File: src/rtl/alu8_pkg.sv
package alu8_pkg;

  typedef enum logic [2:0] {
    OP_ADD = 3'd0,
    OP_ADC = 3'd1,
    OP_SUB = 3'd2,
    OP_SBC = 3'd3,
    OP_AND = 3'd4,
    OP_XOR = 3'd5,
    OP_OR  = 3'd6,
    OP_CP  = 3'd7
  } alu_op_e;

  typedef struct packed {
    logic z;
    logic n;
    logic h;
    logic c;
  } flag_t;

  localparam int FLAG_BYTE_W = 8;
  localparam int BIT_Z = 7;
  localparam int BIT_N = 6;
  localparam int BIT_H = 5;
  localparam int BIT_C = 4;

  // half-carry lookup, index {a_bit, b_bit, r_bit}; bit i holds entry i
  localparam logic [7:0] HC_TBL_ADD = 8'hD4;
  localparam logic [7:0] HC_TBL_SUB = 8'h8E;

  function automatic logic hc_pick(input logic is_sub, input logic a_b,
                                   input logic b_b, input logic r_b);
    logic [2:0] idx;
    idx = {a_b, b_b, r_b};
    return is_sub ? HC_TBL_SUB[idx] : HC_TBL_ADD[idx];
  endfunction

  function automatic logic [FLAG_BYTE_W-1:0] pack_flags(input flag_t f);
    logic [FLAG_BYTE_W-1:0] v;
    v = '0;
    v[BIT_Z] = f.z;
    v[BIT_N] = f.n;
    v[BIT_H] = f.h;
    v[BIT_C] = f.c;
    return v;
  endfunction

  function automatic flag_t unpack_flags(input logic [FLAG_BYTE_W-1:0] v);
    flag_t f;
    f.z = v[BIT_Z];
    f.n = v[BIT_N];
    f.h = v[BIT_H];
    f.c = v[BIT_C];
    return f;
  endfunction

  function automatic logic is_arith(input alu_op_e op);
    return (op == OP_ADD) || (op == OP_ADC) || (op == OP_SUB) ||
           (op == OP_SBC) || (op == OP_CP);
  endfunction

  function automatic logic is_subtract(input alu_op_e op);
    return (op == OP_SUB) || (op == OP_SBC) || (op == OP_CP);
  endfunction

endpackage

File: src/rtl/alu8_byte_core.sv
module alu8_byte_core
  import alu8_pkg::*;
#(
  parameter int DATA_W = 8,
  parameter int HC_POS = 3
) (
  input  alu_op_e           op,
  input  logic [DATA_W-1:0] a,
  input  logic [DATA_W-1:0] b,
  input  logic              carry_in,
  output logic [DATA_W-1:0] res,
  output flag_t             fl
);
  localparam int WIDE_W = DATA_W + 1;

  logic [WIDE_W-1:0] wide;
  logic [WIDE_W-1:0] cin_ext;
  logic [DATA_W-1:0] core_val;
  logic              sub_op;
  logic              arith_op;

  always_comb begin
    sub_op   = is_subtract(op);
    arith_op = is_arith(op);
    cin_ext  = '0;
    if (op == OP_ADC || op == OP_SBC) cin_ext[0] = carry_in;
    case (op)
      OP_ADD, OP_ADC:       wide = {1'b0, a} + {1'b0, b} + cin_ext;
      OP_SUB, OP_SBC, OP_CP: wide = {1'b0, a} - {1'b0, b} - cin_ext;
      OP_AND:               wide = {1'b0, a & b};
      OP_XOR:               wide = {1'b0, a ^ b};
      default:              wide = {1'b0, a | b};
    endcase
    core_val = wide[DATA_W-1:0];
    res      = (op == OP_CP) ? a : core_val;
    fl.z     = (core_val == '0);
    fl.n     = sub_op;
    fl.h     = arith_op ? hc_pick(sub_op, a[HC_POS], b[HC_POS], core_val[HC_POS])
                        : (op == OP_AND);
    fl.c     = arith_op ? wide[DATA_W] : 1'b0;
  end

endmodule

File: src/rtl/alu8_pair_adder.sv
module alu8_pair_adder
  import alu8_pkg::*;
#(
  parameter int PAIR_W = 16,
  parameter int HC_POS = 11
) (
  input  logic [PAIR_W-1:0] a,
  input  logic [PAIR_W-1:0] b,
  input  logic              z_keep,
  output logic [PAIR_W-1:0] sum,
  output flag_t             fl
);
  logic [PAIR_W:0] wide;

  always_comb begin
    wide = {1'b0, a} + {1'b0, b};
    sum  = wide[PAIR_W-1:0];
    fl.z = z_keep;
    fl.n = 1'b0;
    fl.h = hc_pick(1'b0, a[HC_POS], b[HC_POS], sum[HC_POS]);
    fl.c = wide[PAIR_W];
  end

endmodule

File: src/rtl/alu8_cond_eval.sv
module alu8_cond_eval (
  input  logic [1:0] sel,
  input  logic       z_flag,
  input  logic       c_flag,
  output logic       holds
);
  logic picked;

  always_comb begin
    picked = sel[1] ? c_flag : z_flag;
    holds  = sel[0] ? picked : ~picked;
  end

endmodule

File: src/rtl/alu8_flags_unit.sv
module alu8_flags_unit
  import alu8_pkg::*;
#(
  parameter int DATA_W = 8,
  parameter int PAIR_W = 16,
  parameter int HC_POS = 3
) (
  input  logic [2:0]        op_sel,
  input  logic [DATA_W-1:0] a_in,
  input  logic [DATA_W-1:0] b_in,
  input  logic [7:0]        flags_in,
  output logic [DATA_W-1:0] result_out,
  output logic [7:0]        flags_out,
  input  logic [PAIR_W-1:0] pair_a_in,
  input  logic [PAIR_W-1:0] pair_b_in,
  output logic [PAIR_W-1:0] pair_sum_out,
  output logic [7:0]        pair_flags_out,
  input  logic [1:0]        cond_sel,
  output logic              cond_true
);
  localparam int PAIR_HC_POS = PAIR_W - DATA_W + HC_POS;

  alu_op_e op_e;
  flag_t   fin;
  flag_t   byte_fl;
  flag_t   pair_fl;
  logic    unused_low_flags;

  assign op_e             = alu_op_e'(op_sel);
  assign fin              = unpack_flags(flags_in);
  assign unused_low_flags = ^flags_in[3:0];

  alu8_byte_core #(.DATA_W(DATA_W), .HC_POS(HC_POS)) core_i (
    .op       (op_e),
    .a        (a_in),
    .b        (b_in),
    .carry_in (fin.c),
    .res      (result_out),
    .fl       (byte_fl)
  );

  alu8_pair_adder #(.PAIR_W(PAIR_W), .HC_POS(PAIR_HC_POS)) pair_i (
    .a      (pair_a_in),
    .b      (pair_b_in),
    .z_keep (fin.z),
    .sum    (pair_sum_out),
    .fl     (pair_fl)
  );

  alu8_cond_eval cond_i (
    .sel    (cond_sel),
    .z_flag (fin.z),
    .c_flag (fin.c),
    .holds  (cond_true)
  );

  assign flags_out      = pack_flags(byte_fl);
  assign pair_flags_out = pack_flags(pair_fl);

  always_comb begin
    assert_low_nibble_zero_R11: assert (flags_out[3:0] == 4'h0 && pair_flags_out[3:0] == 4'h0)
      else $error("low flag nibble not zero");
    assert_logic_no_carry_R6: assert (!(op_e == OP_XOR || op_e == OP_OR) ||
                                      (!byte_fl.c && !byte_fl.n && !byte_fl.h))
      else $error("xor/or flags not cleared");
    assert_and_half_R5: assert (op_e != OP_AND || (byte_fl.h && !byte_fl.c && !byte_fl.n))
      else $error("and flags wrong");
    assert_cp_keeps_a_R8: assert (op_e != OP_CP || result_out == a_in)
      else $error("compare altered result");
    assert_sub_sets_n_R2: assert (!(op_e == OP_SUB || op_e == OP_SBC) || byte_fl.n)
      else $error("subtract flag missing");
    assert_pair_zero_kept_R9: assert (pair_flags_out[BIT_Z] == flags_in[BIT_Z] &&
                                      !pair_flags_out[BIT_N])
      else $error("pair add zero/subtract wrong");
    assert_zero_result_R7: assert (op_e == OP_CP || (flags_out[BIT_Z] == (result_out == '0)))
      else $error("zero flag mismatch");
  end

endmodule

File: config.mk
export PLATFORM = sky130hd
export DESIGN_NAME = alu8_flags_unit
export DESIGN_NICKNAME = d
export VERILOG_FILES = /design/src/rtl/alu8_pkg.sv /design/src/rtl/alu8_byte_core.sv /design/src/rtl/alu8_pair_adder.sv /design/src/rtl/alu8_cond_eval.sv /design/src/rtl/alu8_flags_unit.sv
export SDC_FILE = /design/constraint.sdc
export NUM_CORES = 1
export LEC_CHECK = 0
export ABC_CLOCK_PERIOD_IN_PS = 3150
export BUFFER_PORTS_ARGS = -buffer_cell sky130_fd_sc_hd__buf_2
export CAP_MARGIN = 20
export CORE_ASPECT_RATIO = 0.6
export CORE_MARGIN = 2
export CORE_UTILIZATION = 35
export DETAILED_ROUTE_END_ITERATION = 8
export SYNTH_ARGS = -nofsm -noshare
export SYNTH_HDL_FRONTEND = slang
export SYNTH_SLANG_ARGS = --single-unit
File: constraint.sdc
create_clock -name vclk -period 3.15
set_input_delay 0.1575 -clock vclk [all_inputs]
set_output_delay 0.1575 -clock vclk [all_outputs]
set_load 0.01 [all_outputs]
Yosys cells after proc, flatten, opt, wreduce, memory -nomap -nowiden

Memory sizes are Yosys's and may differ from the RTL's.
Index checks and enable logic that the tools add are counted.

Input bits: 61
Memory bits (read-only): 24
Memories kept: 3
Bits in registers: 0

Memory list:

| memory          | words | width | read ports | clocked after memory_dff | wr ports | line           | text |
|---|---|---|---|---|---|---|---|
| (no name shown) | 8     | 1     | 1          | 0                        | 0        | alu8_pkg.sv:35 | `return is_sub ? HC_TBL_SUB[idx] : HC_TBL_ADD[idx];` |
| (no name shown) | 8     | 1     | 1          | 0                        | 0        | alu8_pkg.sv:35 |  |
| (no name shown) | 8     | 1     | 1          | 0                        | 0        | alu8_pkg.sv:35 |  |

Reductions and logical operators: 11
Multiplexer cells: 11
Equal/unequal tests: 6
Order comparisons: 2
Add/subtract/negate cells: 5
Bitwise gates (word level): 4

Operators with widths:

| kind                                                                          | number |
|---|---|
| 9-bit case mux with 4 select lines                                            | 1 |
| 16-bit by 16-bit adder with 17-bit output                                     | 1 |
| 8-bit by 8-bit adder with 9-bit output                                        | 1 |
| 9-bit by 1-bit adder with 9-bit output                                        | 1 |
| 3-bit equality test (second input constant)                                   | 3 |
| 1-bit two-way mux                                                             | 9 |
| 8-bit by 8-bit subtractor with 9-bit output                                   | 1 |
| 9-bit by 1-bit subtractor with 9-bit output                                   | 1 |
| 8-bit AND                                                                     | 1 |
| 8-bit logical NOT                                                             | 1 |
| 3-bit by 4-bit less-than comparator with 1-bit output (second input constant) | 2 |
| 8-bit two-way mux                                                             | 1 |
| 8-bit OR                                                                      | 1 |
| 8-bit bitwise XOR                                                             | 1 |
| 1-bit logical OR                                                              | 7 |
| 3-bit by 2-bit equality test with 1-bit output (second input constant)        | 2 |
| 3-bit by 1-bit equality test with 1-bit output (second input constant)        | 1 |
| 3-bit logical NOT                                                             | 1 |
| 3-bit OR reduction                                                            | 1 |
| 2-bit OR reduction                                                            | 1 |
| 1-bit NOT                                                                     | 1 |

Depth between registers and ports, before layout

Depth after elaboration: 9
Gate-level depth with buffers: 13
Mapped depth without buffers: 12

Hierarchy

A second synthesis with hierarchy kept.

Cell total of the unflattened synthesis: 332
Area, all modules: 2487.4 um2

Modules (own cells, without submodules):

| module          | times used | area an instance (um2) | sequential area each (um2) | cells each |
|---|---|---|---|---|
| alu8_byte_core  | 1          | 1529.0                 | 0.0                        | 207 |
| alu8_pair_adder | 1          | 875.8                  | 0.0                        | 114 |
| alu8_flags_unit | 1          | 63.8                   | 0.0                        | 9 |
| alu8_cond_eval  | 1          | 18.8                   | 0.0                        | 2 |

Worst setup path before layout

No wires, ideal clock.

Path kind: input -> output
From: input port op_sel[0]
To: output port flags_out[5]
Path slack: 0.253 ns
Arrival time: 2.740 ns
Stages on the path: 13
Data required time: 2.992 ns
Path through: buf_4 buf_4 nand3_1 inv_1 fa_1 inv_1 ha_1 o21a_1 o31a_1 o32ai_2 nor2_1 maj3_2 o221a_1

Longest elaborated chain between the ends: 9
Elaborated cells on any way between the ends: 26

Ends and longest elaborated chain:

| item                                                                                                                    | line                                       | text |
|---|---|---|
| start: declaration                                                                                                      | alu8_flags_unit.sv:8                       | `input logic [2:0] op_sel,` |
| 3-bit by 1-bit equality test with 1-bit output / 3-bit by 2-bit equality test with 1-bit output (equally long branches) | n/a                                        |  |
| 1-bit logical OR                                                                                                        | alu8_byte_core.sv:26                       | `if (op == OP_ADC \|\| op == OP_SBC) cin_ext[0] = carry_in;` |
| 1-bit two-way mux                                                                                                       | alu8_byte_core.sv:26                       |  |
| 9-bit by 1-bit subtractor with 9-bit output / 9-bit by 1-bit adder with 9-bit output (equally long branches)            | alu8_byte_core.sv:29, alu8_byte_core.sv:28 |  |
| 9-bit case mux with 4 select lines                                                                                      | alu8_byte_core.sv:27                       | `case (op)` |
| memory 8 x 1 bit                                                                                                        | n/a                                        |  |
| 1-bit two-way mux (implied by the code)                                                                                 | alu8_pkg.sv:35                             |  |
| 1-bit two-way mux                                                                                                       | alu8_pkg.sv:35                             |  |
| 1-bit two-way mux *                                                                                                     | alu8_byte_core.sv:38                       | `fl.h = arith_op ? hc_pick(sub_op, a[HC_POS], b[HC_POS], core_val[HC_POS])` |
| end: declaration                                                                                                        | alu8_flags_unit.sv:13                      | `output logic [7:0] flags_out,` |

Mark *: on every way between the ends. The rest lies on a longest branch, timed or not. The select of a mux whose other input is x is not followed.

Worst setup path in the final report

From: input port op_sel[2]
To: output port flags_out[5]

Same word-level chain as after synthesis.

==> results.json <==
{
  "min_path_type": "primary input to output pin",
  "p_leak_nw": 1.50,
  "firstDrtPassIters": 4,
  "gr-total-overflow": 0,
  "drt-total-wl_um": 6570,
  "synthTopCellsByArea": "ha_1 (24%), inv_1 (5.6%), xnor2_1 (5.6%)",
  "tightest_slew_ns": 0.660,
  "synth_xor_area_share_pct": 8.90,
  "nFillCells": 714,
  "fin_crit_sh_pct": 94.8,
  "drt_iter0_drc": 180,
  "vdd_ir_drop_max_mv": 0.0789,
  "cp-start-kind": "primary input",
  "yosysMostFrequentCell": "ha_1",
  "areaGrowthSynthToFinish_pct": 21.1,
  "synth_cell_types": 58,
  "met3_wirelength_um": 526,
  "via_count": 2505,
  "cap_violations": 0,
  "die_x_um": 110,
  "post-route-min-period_ns": 2.99,
  "fin_total_pwr_mw": 0.627,
  "post-place-ws_ns": 0.182,
  "multi_input_area_um2": 2150,
  "seq_cell_count": 0,
  "rows": 23,
  "switching_share_pct": 55.2,
  "port_buffers": 87,
  "synth-adder-area-share_pct": 29.9,
  "wl_per_cell_um": 13.4,
  "drv_slew": 0,
  "synthMuxAreaShare_pct": 7.00,
  "powerDensity_nw_per_um2": 219,
  "relSlewSlack_pct": 55.9,
  "synth_top_family_by_area": "adder cells",
  "wl_met2_um": 2500,
  "synth_top_cell_by_area": "ha_1",
  "grt_pass1_wl_um": 10600,
  "clockPowerShare_pct": 0,
  "regArea_um2": 0,
  "synth.top_cells.by_count": "ha_1 (46), inv_1 (35), nor2_1 (32), a21oi_1 (23), xnor2_1 (15)",
  "final_area_um2": 2860,
  "fmax_ghz": 0.335,
  "initial_core_util_pct": 35.8,
  "layout-drive-gt1-share_pct": 26.6,
  "drt-met1-wl_um": 3540,
  "synth_cells": 322,
  "core_um2": 6590,
  "grtUsageTotal_pct": 17.8,
  "synth-simple-area-share_pct": 20.5,
  "vias_per_cell": 5.11,
  "drc": 0,
  "end_kind": "output pin",
  "dieArea_um2": 7440,
  "switchingPower_mw": 0.346,
  "ant_nets": 0,
  "antenna_found_initial": 0,
  "status": "finished clean",
  "syn_avg_cell_area_um2": 7.33,
  "synth_warnings": 0,
  "die_y_um": 67.6,
  "ioPinCount": 102,
  "grt_pass1_vias": 2163,
  "nNetsFinal": 518,
  "diodes": 0,
  "yosysTopAreaCellShare_pct": 24.4,
  "grt_max_degree": 29,
  "crit_fanout": 3,
  "fin_ws_ns": 0.165,
  "synth_compound_area_share_pct": 22.6,
  "internal_power_mw": 0.281,
  "nClkBuffers": 0,
  "placed_area_um2": 2840,
  "hpwlAfterDp_um": 5660,
  "critPathArrivalTime_ns": 2.83,
  "required_ns": 2.99,
  "hold_buffers": 0,
  "path_class": "primary input to output pin",
  "synth_area_um2": 2360,
  "seq_area_frac_synth_pct": 0,
  "hold_viol": 0,
  "setup_viol": 0,
  "p_comb_share_pct": 100.0,
  "seqPwrFrac_pct": 0,
  "top_layer_used": "met3",
  "gp_congestion": 0.875
}
-- power by group through the flow --
| stage | combinational [mW] | clock, mW | sequential, mW |
|---|---|---|---|
| finish | 0.627 | 0 | 0 |
| detailed placement | 0.617 | 0 | 0 |
| CTS | 0.621 | 0 | 0 |
| global placement | 0.608 | 0 | 0 |
| global route | 0.705 | 0 | 0 |
| floorplan | 0.431 | 0 | 0 |
-- layer usage --
| metal | vias to the layer above | GRT usage [%] |
|---|---|---|
| li1 | 1281 | - |
| met1 | 1144 | 29.9 |
| met2 | 80 | 25.2 |
| met3 | 0 | 1.16 |
| met4 | 0 | 0 |
| met5 | - | 0 |
-- cells by family after synthesis --
logic type	after synthesis
buffers and inverters	54
multiplexers	16
AND/OR/NAND/NOR	95
XOR/XNOR	24
AO/OA/AOI/OAI	79
other	1
adder cells (fa/ha/maj)	53
-- worst max-delay path, cell delays in order --
cell and delay, ns:
buf_2 0.10, inv_1 0.05, nand3_1 0.13, inv_1 0.07, fa_1 0.53, inv_1 0.06, ha_1 0.17, o21a_1 0.21
o31a_1 0.25, o32ai_2 0.33, nor2_1 0.10, maj3_2 0.31, o221a_1 0.23, buf_2 0.13
-- per-stage QoR --
stage	instances	utilization, %	TNS [ns]	hold slack [ns]
global route	490	43.4	-0.00277	0.541
detailed placement	489	43.1	0	0.516
floorplan	330	-	0	0.395
global placement	489	43.1	0	0.516
CTS	489	43.1	0	0.516
finish	490	43.4	0	0.514
-- layout by cell type, fill, tap and decap left out, drive strengths merged, types with 5 or more instances in the layout --
cell type,n
inv,35
nand2b,5
fa,6
nand2,15
xor2,9
conb,9
nor3,6
nor2b,8
o21ai,13
ha,46
o211ai,5
buf,92
mux2i,12
xnor2,15
nor2,32
a21oi,24
-- timing repair --
item	CTS	global route
endpoints found under the setup margin	0	1
setup buffers	0	1
resized for setup	0	2
-- cell type report --
type	instances	area share [%]
inverter	35	4.60
multi-input combinational	276	75.1
tap	87	3.81
timing repair buffer	92	16.5
-- worst paths after layout --
kind | to | slack [ns] | start | cells after the start
min | pair_flags_out[7] | 0.51 | flags_in[7] | 2
max | flags_out[5] | 0.16 | op_sel[2] | 14
(Power assumes the default switching activity.)
